**config.mk**
```make
export PLATFORM = sky130hd
export DESIGN_NAME = prog_fetch_ctrl
export DESIGN_NICKNAME = d
export VERILOG_FILES = /design/src/rtl/pfc_pkg.sv /design/src/rtl/pfc_addr_gen.sv /design/src/rtl/pfc_pass_fsm.sv /design/src/rtl/pfc_flash_arb.sv /design/src/rtl/prog_fetch_ctrl.sv
export SDC_FILE = /design/constraint.sdc
export NUM_CORES = 1
export LEC_CHECK = 0
export ABC_CLOCK_PERIOD_IN_PS = 3700
export BUFFER_PORTS_ARGS = -buffer_cell sky130_fd_sc_hd__buf_2
export CAP_MARGIN = 20
export CELL_PAD_IN_SITES_DETAIL_PLACEMENT = 0
export CELL_PAD_IN_SITES_GLOBAL_PLACEMENT = 1
export CORE_ASPECT_RATIO = 1.2
export CORE_MARGIN = 8
export CORE_UTILIZATION = 33
export DETAILED_ROUTE_END_ITERATION = 8
export HOLD_SLACK_MARGIN = 0.05
export MAX_ROUTING_LAYER = met4
export PLACE_DENSITY = 0.84
export SYNTH_ARGS = -nofsm -noshare
export SYNTH_HDL_FRONTEND = slang
export SYNTH_SLANG_ARGS = --single-unit
```
**constraint.sdc**
```tcl
create_clock -name clk -period 3.7 [get_ports clk]
set_input_delay 0.74 -clock clk [delete_from_list [all_inputs] [get_ports clk]]
set_output_delay 0.74 -clock clk [all_outputs]
set_load 0.03 [all_outputs]
```
**src/rtl/pfc_pkg.sv**
```systemverilog
package pfc_pkg;

   typedef enum logic {
      PS_IDLE = 1'b0,
      PS_RUN  = 1'b1
   } pass_st_t;

   function automatic bit is_pow2(input int v);
      return (v > 0) && ((v & (v - 1)) == 0);
   endfunction

endpackage

```
**src/rtl/pfc_addr_gen.sv**
```systemverilog
module pfc_addr_gen #(
   parameter int LOC_W     = 5,
   parameter int BOUND_LG  = 10,
   parameter int IDX_W     = 10,
   parameter int PC_W      = 11,
   parameter int FA_W      = 16,
   parameter int MAX_WORDS = 1024
) (
   input  logic             clk,
   input  logic             rst_n,
   input  logic             start,
   input  logic [LOC_W-1:0] loc,
   input  logic             advance,
   output logic [IDX_W-1:0] pc_idx,
   output logic             at_limit,
   output logic [FA_W-1:0]  fetch_addr
);

   logic [LOC_W-1:0] base_q;
   logic [PC_W-1:0]  pc_q;

   // base is latched only on the frame edge; pc counts issued words
   always_ff @(posedge clk or negedge rst_n) begin
      if (!rst_n) begin
         base_q <= '0;
         pc_q   <= '0;
      end else if (start) begin
         base_q <= loc;
         pc_q   <= '0;
      end else if (advance) begin
         pc_q   <= pc_q + PC_W'(1);
      end
   end

   assign at_limit   = (pc_q == PC_W'(MAX_WORDS));
   assign pc_idx     = pc_q[IDX_W-1:0];
   assign fetch_addr = (FA_W'(base_q) << BOUND_LG) + (FA_W'(pc_q) << 1);

endmodule

```
**src/rtl/pfc_pass_fsm.sv**
```systemverilog
module pfc_pass_fsm
   import pfc_pkg::*;
#(
   parameter int                WORD_W    = 16,
   parameter int                IDX_W     = 10,
   parameter int                MAX_WORDS = 1024,
   parameter logic [WORD_W-1:0] HALT_CODE = 16'hF000,
   parameter logic [WORD_W-1:0] HALT_MASK = 16'hF000
) (
   input  logic              clk,
   input  logic              rst_n,
   input  logic              start,
   input  logic              at_limit,
   input  logic [IDX_W-1:0]  pc_idx,
   input  logic [WORD_W-1:0] rsp_word,
   output logic              run,
   output logic              issue,
   output logic              rsp_v,
   output logic [IDX_W-1:0]  rsp_idx,
   output logic              halt_seen,
   output logic              overrun,
   output logic              limit_err
);

   localparam logic [IDX_W-1:0] LAST_IDX = IDX_W'(MAX_WORDS - 1);

   pass_st_t st_q, st_d;
   logic     is_halt;
   logic     lim_end;

   generate
      if (HALT_MASK == {WORD_W{1'b1}}) begin : g_halt_exact
         assign is_halt = (rsp_word == HALT_CODE);
      end else begin : g_halt_field
         assign is_halt = ((rsp_word & HALT_MASK) == (HALT_CODE & HALT_MASK));
      end
   endgenerate

   assign run       = (st_q == PS_RUN);
   assign issue     = run && !at_limit;
   assign halt_seen = rsp_v && is_halt;
   assign lim_end   = rsp_v && !is_halt && (rsp_idx == LAST_IDX);

   always_comb begin
      st_d = st_q;
      if (start)
         st_d = PS_RUN;
      else if (halt_seen || lim_end)
         st_d = PS_IDLE;
   end

   always_ff @(posedge clk or negedge rst_n) begin
      if (!rst_n) begin
         st_q      <= PS_IDLE;
         rsp_v     <= 1'b0;
         rsp_idx   <= '0;
         overrun   <= 1'b0;
         limit_err <= 1'b0;
      end else begin
         st_q <= st_d;
         // the fetch issued in a halt or restart cycle is dropped
         rsp_v <= issue && !halt_seen && !start;
         if (issue)
            rsp_idx <= pc_idx;
         if (start && run && !halt_seen)
            overrun <= 1'b1;
         if (lim_end)
            limit_err <= 1'b1;
      end
   end

endmodule

```
**src/rtl/pfc_flash_arb.sv**
```systemverilog
module pfc_flash_arb #(
   parameter int FA_W           = 16,
   parameter int WORD_W         = 16,
   parameter bit HOLD_HOST_DATA = 1'b0
) (
   input  logic              clk,
   input  logic              rst_n,
   input  logic              eng_issue,
   input  logic [FA_W-1:0]   eng_addr,
   input  logic              host_req,
   input  logic [FA_W-1:0]   host_addr,
   input  logic [WORD_W-1:0] flash_rdata,
   output logic              flash_req,
   output logic [FA_W-1:0]   flash_addr,
   output logic              host_ready,
   output logic              host_rvalid,
   output logic [WORD_W-1:0] host_rdata
);

   // engine owns the port whenever it fetches; host waits
   assign host_ready = host_req && !eng_issue;
   assign flash_req  = eng_issue || host_req;
   assign flash_addr = eng_issue ? eng_addr : host_addr;

   always_ff @(posedge clk or negedge rst_n) begin
      if (!rst_n)
         host_rvalid <= 1'b0;
      else
         host_rvalid <= host_ready;
   end

   generate
      if (HOLD_HOST_DATA) begin : g_hold
         logic [WORD_W-1:0] held_q;
         always_ff @(posedge clk or negedge rst_n) begin
            if (!rst_n)
               held_q <= '0;
            else if (host_rvalid)
               held_q <= flash_rdata;
         end
         assign host_rdata = host_rvalid ? flash_rdata : held_q;
      end else begin : g_pass
         assign host_rdata = flash_rdata;
      end
   endgenerate

endmodule

```
**src/rtl/prog_fetch_ctrl.sv**
```systemverilog
module prog_fetch_ctrl
   import pfc_pkg::*;
#(
   parameter int                LOC_W          = 5,
   parameter int                WORD_W         = 16,
   parameter int                BOUND_BYTES    = 1024,
   parameter int                MAX_WORDS      = 1024,
   parameter logic [WORD_W-1:0] HALT_CODE      = 16'hF000,
   parameter logic [WORD_W-1:0] HALT_MASK      = 16'hF000,
   parameter bit                HOLD_HOST_DATA = 1'b0,
   localparam int BOUND_LG = $clog2(BOUND_BYTES),
   localparam int IDX_W    = $clog2(MAX_WORDS),
   localparam int PC_W     = IDX_W + 1,
   localparam int SPAN_A   = LOC_W + BOUND_LG,
   localparam int SPAN_B   = IDX_W + 1,
   localparam int FA_W     = ((SPAN_A > SPAN_B) ? SPAN_A : SPAN_B) + 1
) (
   input  logic              clk,
   input  logic              rst_n,
   input  logic              frame_start,
   input  logic [LOC_W-1:0]  prog_loc,
   input  logic              host_req,
   input  logic [FA_W-1:0]   host_addr,
   output logic              host_ready,
   output logic              host_rvalid,
   output logic [WORD_W-1:0] host_rdata,
   output logic              flash_req,
   output logic [FA_W-1:0]   flash_addr,
   input  logic [WORD_W-1:0] flash_rdata,
   output logic              instr_valid,
   output logic [IDX_W-1:0]  instr_pc,
   output logic [WORD_W-1:0] instr_word,
   output logic              pass_done,
   output logic              busy,
   output logic              overrun,
   output logic              limit_err
);

   generate
      if (WORD_W != 16) begin : g_bad_word
         $error("prog_fetch_ctrl: words must be two bytes wide");
      end
      if (!is_pow2(BOUND_BYTES) || BOUND_BYTES < 2) begin : g_bad_bound
         $error("prog_fetch_ctrl: location boundary must be a power of two");
      end
      if (!is_pow2(MAX_WORDS) || MAX_WORDS < 2) begin : g_bad_max
         $error("prog_fetch_ctrl: word limit must be a power of two");
      end
      if (LOC_W < 1) begin : g_bad_loc
         $error("prog_fetch_ctrl: location width must be positive");
      end
   endgenerate

   logic             eng_issue;
   logic             at_limit;
   logic [IDX_W-1:0] pc_idx;
   logic [FA_W-1:0]  eng_addr;
   logic             rsp_v;
   logic [IDX_W-1:0] rsp_idx;
   logic             halt_seen;
   logic             run;

   pfc_addr_gen #(
      .LOC_W(LOC_W), .BOUND_LG(BOUND_LG), .IDX_W(IDX_W),
      .PC_W(PC_W), .FA_W(FA_W), .MAX_WORDS(MAX_WORDS)
   ) addr_i (
      .clk(clk), .rst_n(rst_n), .start(frame_start), .loc(prog_loc),
      .advance(eng_issue), .pc_idx(pc_idx), .at_limit(at_limit),
      .fetch_addr(eng_addr)
   );

   pfc_pass_fsm #(
      .WORD_W(WORD_W), .IDX_W(IDX_W), .MAX_WORDS(MAX_WORDS),
      .HALT_CODE(HALT_CODE), .HALT_MASK(HALT_MASK)
   ) fsm_i (
      .clk(clk), .rst_n(rst_n), .start(frame_start), .at_limit(at_limit),
      .pc_idx(pc_idx), .rsp_word(flash_rdata), .run(run), .issue(eng_issue),
      .rsp_v(rsp_v), .rsp_idx(rsp_idx), .halt_seen(halt_seen),
      .overrun(overrun), .limit_err(limit_err)
   );

   pfc_flash_arb #(
      .FA_W(FA_W), .WORD_W(WORD_W), .HOLD_HOST_DATA(HOLD_HOST_DATA)
   ) arb_i (
      .clk(clk), .rst_n(rst_n), .eng_issue(eng_issue), .eng_addr(eng_addr),
      .host_req(host_req), .host_addr(host_addr), .flash_rdata(flash_rdata),
      .flash_req(flash_req), .flash_addr(flash_addr), .host_ready(host_ready),
      .host_rvalid(host_rvalid), .host_rdata(host_rdata)
   );

   assign busy        = run;
   assign instr_valid = rsp_v;
   assign instr_pc    = rsp_idx;
   assign instr_word  = flash_rdata;
   assign pass_done   = halt_seen;

endmodule

```
==> reports/qor.csv, run 1 <==
metric,value,unit
async_flop_share,1.000,
syn_nets,252,
peakVddDrop,0.0001569,V
crit_start,addr_i.pc_q[6]$_DFFE_PN0P_,
worst_setup_path_end_kind,primary output,
slew-limit-headroom,0.5584,
ant_nets,0,
hp-start,fsm_i.overrun$_DFFE_PN0P_,
clock_latency,0.27,ns
r2r-start,addr_i.pc_q[6]$_DFFE_PN0P_,
grt_pass1_wl,7217,um
antenna_found_initial,0,
finalSetupViolCount,0,
drv_slew,0,
cts_sinks,31,
synth_area_per_cell,8.977,sq um
nFillCells,559,
gp_congestion,0.8383,
cts_hold_buffers,0,
ys_types,38,
dp_slack,0.9313,ns
grt_max_degree,32,
setup_tns,0,ns
cts_setup_buffers,0,
drt_wl_total,4251,um
grt_pass1_vias,1515,
htreeDepth,2,
max_freq,325.3,MHz
clock-root-buffer,clkbuf_8,
io_pins,107,
cts.repair.resized,0,
power_density,371.3,nW/um^2
hold_viol_final,0,
fp-row-count,30,
cp-start-kind,register,
clk_pin_slew,0.07,ns
rsz0062_at_grt,false,
hp-class,reg -> reg,
worstPathRequired,2.96,ns
die-height,98.01,um
yosys_warnings,0,
grt-ovfl-total,0,
path_class,reg -> out,
synth_area,1849,sq um
diodes,0,
die_w,84.34,um
final.period_utilization,0.8309,
fin_skew,0.007732,ns
p_leak,0.001090,uW
place_hpwl,3418,um
drive_gt1_frac,0.3537,
cts_max_path_buffers,2,
fin_ws,0.6255,ns
drc_errors,0,
outcome,"complete, no violations",
synth_mux_area_frac,0.03586,
rrSetupSlack,1.77,ns
initialDrtViolationCount,108,
syn_to_final_growth,14.61,%
grt.total_usage,0.1062,
numPortBuffers,70,
numCtsBuffers,5,
crit_path_max_fanout,29,
synth_simple_gate_area_frac,0.1996,
synthXorXnorAreaFrac,0.05210,
start_util,0.3351,
synth_ff_type,dfrtp_1,
viasPerCell,4.713,
yosys_register_bits,31,
synth_fa_ha_area_frac,0.03789,
wl_per_cell,13.71,um
coreArea,5518,sq um
synthesis.instances,206,
synth_seq_area_share,0.4195,
vias,1461,
synth_compound_area_frac,0.08119,
synth_top_family_by_area,simple AND/OR/NAND/NOR gates,
cp.arrival,2.33,ns
die_area,8265,sq um
firstDrtPassIters,4,
maxCapViolations,0,
nNetsFinal,291,
worst_slew_pin_slew,0.6624,ns
fin_crit,3.074,ns
synth-edff-count,0,
cts_tree,built,
power.total,786.9,uW
[layer usage]
layer,global-route usage,part of all wire,up-vias
li1,-,-,725
met1,0.1146,0.40,692
met2,0.1789,0.52,40
met3,0.03081,0.071,4
met4,0.04188,0.013,0
met5,-,0,-
[sequential cells by signal, indices dropped and copies added (netlist names)]
name and flops:
addr_i.base_q 5, addr_i.pc_q 11, arb_i.host_rvalid 1, fsm_i.limit_err 1, fsm_i.overrun 1, fsm_i.rsp_idx 10
fsm_i.rsp_v 1, fsm_i.run 1
[report_power, final]
group / total [uW] / internal [uW] / switching, uW
combinational: 132 / 45.4 / 87.1
clock: 289 / 169 / 120
sequential: 366 / 353 / 13.2
total: 787 / 567 / 220
[cells in the final DEF (no fill, tap or decap), types with 2 or more instances in the layout]
cell       n
buf_2     70
and2_1     2
nor2_1    11
nand2_1   46
nand4_1    6
o21ai_0   13
nor3_1     3
inv_1     10
xnor2_1    6
clkbuf_8   7
dfrtp_1   31
a22o_1     2
ha_1       4
mux2_2     4
xor2_1     5
a21oi_1    2
or3_1      2
nand3_1    2
nor4_1     2
[synth_stat cells (all sizes together) (2+ instances only)]
cell type,instances,share of area
a21oi,2,0.0054
a22o,2,0.0095
and2,2,0.0068
buf,37,0.15
clkbuf,2,0.0041
dfrtp,31,0.42
ha,4,0.027
inv,10,0.020
mux2,5,0.030
nand2,46,0.093
nand3,2,0.0054
nand4,6,0.020
nor2,11,0.022
nor3,3,0.0081
nor4,3,0.014
o21ai,13,0.035
or3,2,0.0068
xnor2,6,0.028
xor2,5,0.024
[worst paths after layout]
check / to / cells after the start
setup / recovery: flash_addr[10] / 5
hold / removal: fsm_i.overrun$_DFFE_PN0P_ / 1
setup reg to reg: addr_i.pc_q[1]$_DFFE_PN0P_ / 5
hold reg to reg: fsm_i.overrun$_DFFE_PN0P_ / 1
max in group asynchronous: fsm_i.rsp_idx[2]$_DFFE_PN0P_ / 1
min in group asynchronous: addr_i.pc_q[2]$_DFFE_PN0P_ / 1
[logic make-up after synthesis]
logic type,count (synthesis)
mux,6
xor+xnor,11
simple gates,80
buf+inv,49
compound gates,24
flops,31
fa+ha+maj,5
[critical path, stage by stage, from the launching register on]
cell     delay [ns]
dfrtp_1        0.43
nor4b_2        0.39
a41o_1         0.50
buf_12         0.23
mux2_1         0.32
buf_2          0.18
[area by class of cell]
type,instances,area (sq um),area share
Inverter,10,37.54,0.01771
Timing Repair Buffer,71,370.4,0.1747
Clock buffer,7,96.34,0.04545
Clock inverter,1,7.507,0.003542
Sequential cell,31,775.7,0.3660
Tap cell,64,80.08,0.03778
Multi-Input combinational cell,126,752.0,0.3548
[through the flow]
| step | std cells | utilization | cell area (sq um) | hold slack [ns] |
|---|---|---|---|---|
| 6_report | 310 | 0.3841 | 2120 | 0.4611 |
| 5_1_grt | 310 | 0.3841 | 2120 | 0.4768 |
| 4_1_cts | 310 | 0.3841 | 2120 | 0.4656 |
| 3_5_place_dp | 302 | 0.3653 | 2016 | 0.4505 |
| 3_3_place_gp | 302 | 0.3653 | 2016 | 0.4477 |
| 2_1_floorplan | 206 | - | 1849 | 0.4444 |
Power figures use the tool's default switching activity.
==> run 2, diff against run 1 <==
- ABC_CLOCK_PERIOD_IN_PS: 3700 -> 2750
- CORE_UTILIZATION: 33 -> 28
- PLACE_DENSITY: 0.84 -> 0.76
- clock period: 3.7 -> 2.75 ns (I/O delays scaled with it)
==> run 2 against run 1 <==
Compared with the run above: clock skew is 0.0040 ns lower; first-iteration DRC count is 7.4% higher; worst setup slack worse by 0.48 ns; clock-buffer cell count is 1 higher; via count is 2.7% higher; critical path depth is 1 higher; sequential cell count stayed put; register-to-register slack worse by 0.76 ns; combinational power is 39% higher; final cell count is 7.7% higher; sequential share of layout area is 0.86 points lower; largest power group unchanged; design area is 2.4% higher.
==> reports/qor.csv, run 2 (same netlist as run 1, synthesis figures left out) <==
metric,value,unit
grt_pass1_wl,7728,um
slew-limit-headroom,0.5464,
fin_skew,0.003760,ns
worstPathRequired,2.20,ns
hold_viol_final,0,
cts_sinks,31,
vias,1501,
die_area,9472,sq um
cts_tree,built,
start_util,0.2887,
setup_tns,0,ns
numPortBuffers,70,
crit_start,addr_i.pc_q[7]$_DFFE_PN0P_,
drive_gt1_frac,0.3614,
rrSetupSlack,1.01,ns
die-height,105.0,um
peakVddDrop,0.0001516,V
grt-ovfl-total,0,
fin_crit,2.605,ns
final_common_cell,buf_2,
rsz0062_at_grt,false,
numCtsBuffers,5,
cp.arrival,2.05,ns
wl_per_cell,13.83,um
worst_setup_path_end_kind,primary output,
antenna_found_initial,0,
outcome,"complete, no violations",
worst_slew_pin_slew,0.6804,ns
clk_pin_slew,0.06,ns
grt_max_degree,32,
grt.total_usage,0.1017,
cts_hold_buffers,0,
fp-row-count,32,
ant_nets,0,
drc_errors,0,
max_freq,383.9,MHz
reg_top3,"addr_i.pc_q (11), fsm_i.rsp_idx (10), addr_i.base_q (5)",
path_class,reg -> out,
maxCapViolations,0,
layout_common_cells,"70 x buf_2, 46 x nand2_1, 31 x dfrtp_1",
drv_slew,0,
cp-start-kind,register,
top_register,addr_i.pc_q,
io_pins,107,
syn_to_final_growth,17.39,%
cts_max_path_buffers,2,
diodes,0,
grt_pass1_vias,1590,
clock_latency,0.28,ns
place_hpwl,3685,um
crit_path_max_fanout,10,
initialDrtViolationCount,116,
p_leak,0.001107,uW
r2r_end,addr_i.pc_q[1]$_DFFE_PN0P_,
finalSetupViolCount,0,
viasPerCell,4.494,
r2r-start,addr_i.pc_q[7]$_DFFE_PN0P_,
coreArea,6406,sq um
whs,0.3099,ns
firstDrtPassIters,4,
power_density,488.6,nW/um^2
die_w,90.19,um
hp-class,in -> async,
r2r_cells,5,
nNetsFinal,294,
final.period_utilization,0.9473,
largest_register_ffs,11,
htreeDepth,2,
gp_congestion,0.8102,
clock-root-buffer,clkbuf_8,
drt_wl_total,4619,um
run 2: changes by cell type in the layout (fill, tap and decap cells not counted), sizes merged:
cell / change
buf: +3
clkbuf: +1
clkinvlp: -1
run 2: report_power, final:
part           switching (uW)  leakage (uW)  internal [uW]
Clock                     158     0.0000515            228
Sequential               17.0      0.000400            475
Combinational             121      0.000656           61.6
Total                     296       0.00111            764
run 2: worst max-delay path by stage:
stage / cells after the start / slack, ns / end
after floorplan: 4 / 0.32 / flash_addr[15]
after global placement: 6 / 0.34 / flash_addr[11]
after detailed placement: 6 / 0.28 / flash_addr[11]
after CTS: 6 / 0.07 / flash_addr[11]
after global routing: 7 / 0.04 / flash_addr[14]
final: 6 / 0.15 / flash_addr[11]
run 2: area by class of cell:
class | instances | area, sq um
Clock buffer | 8 | 100.1
Fill cell | 689 | 4235
Inverter | 10 | 37.54
Multi-Input combinational cell | 126 | 770.7
Sequential cell | 31 | 775.7
Tap cell | 85 | 106.4
Timing Repair Buffer | 74 | 380.4
run 2: layer usage:
layer | up-vias | track usage | share of wire
met5 | - | - | 0
met1 | 718 | 0.1057 | 0.40
met2 | 46 | 0.1702 | 0.51
met3 | 8 | 0.03436 | 0.072
li1 | 729 | - | -
met4 | 0 | 0.04768 | 0.019
run 2: critical path, cell delays in order (launching register included):
cell	delay, ns
dfrtp_1	0.47
nor4b_4	0.33
a41o_2	0.34
buf_4	0.18
nand2_1	0.08
o21ai_1	0.12
buf_2	0.24
run 2: through the flow:
| step | cells | utilization | setup WS (ns) | cell area, sq um | total power (uW) |
|---|---|---|---|---|---|
| global route | 334 | 0.3389 | 0.03577 | 2171 | 1115 |
| global placement | 326 | 0.3203 | 0.3371 | 2052 | 683.6 |
| finish | 334 | 0.3389 | 0.1450 | 2171 | 1061 |
| CTS | 334 | 0.3361 | 0.07295 | 2153 | 1079 |
| detailed placement | 326 | 0.3203 | 0.2816 | 2052 | 685.9 |
| floorplan | 206 | - | 0.3225 | 1849 | 683.7 |
run 2: timing repair:
item,4_1_cts,5_1_grt
setup buffers,0,0
setup endpoints to repair,1,2
cloned,0,0
resized for setup,1,3
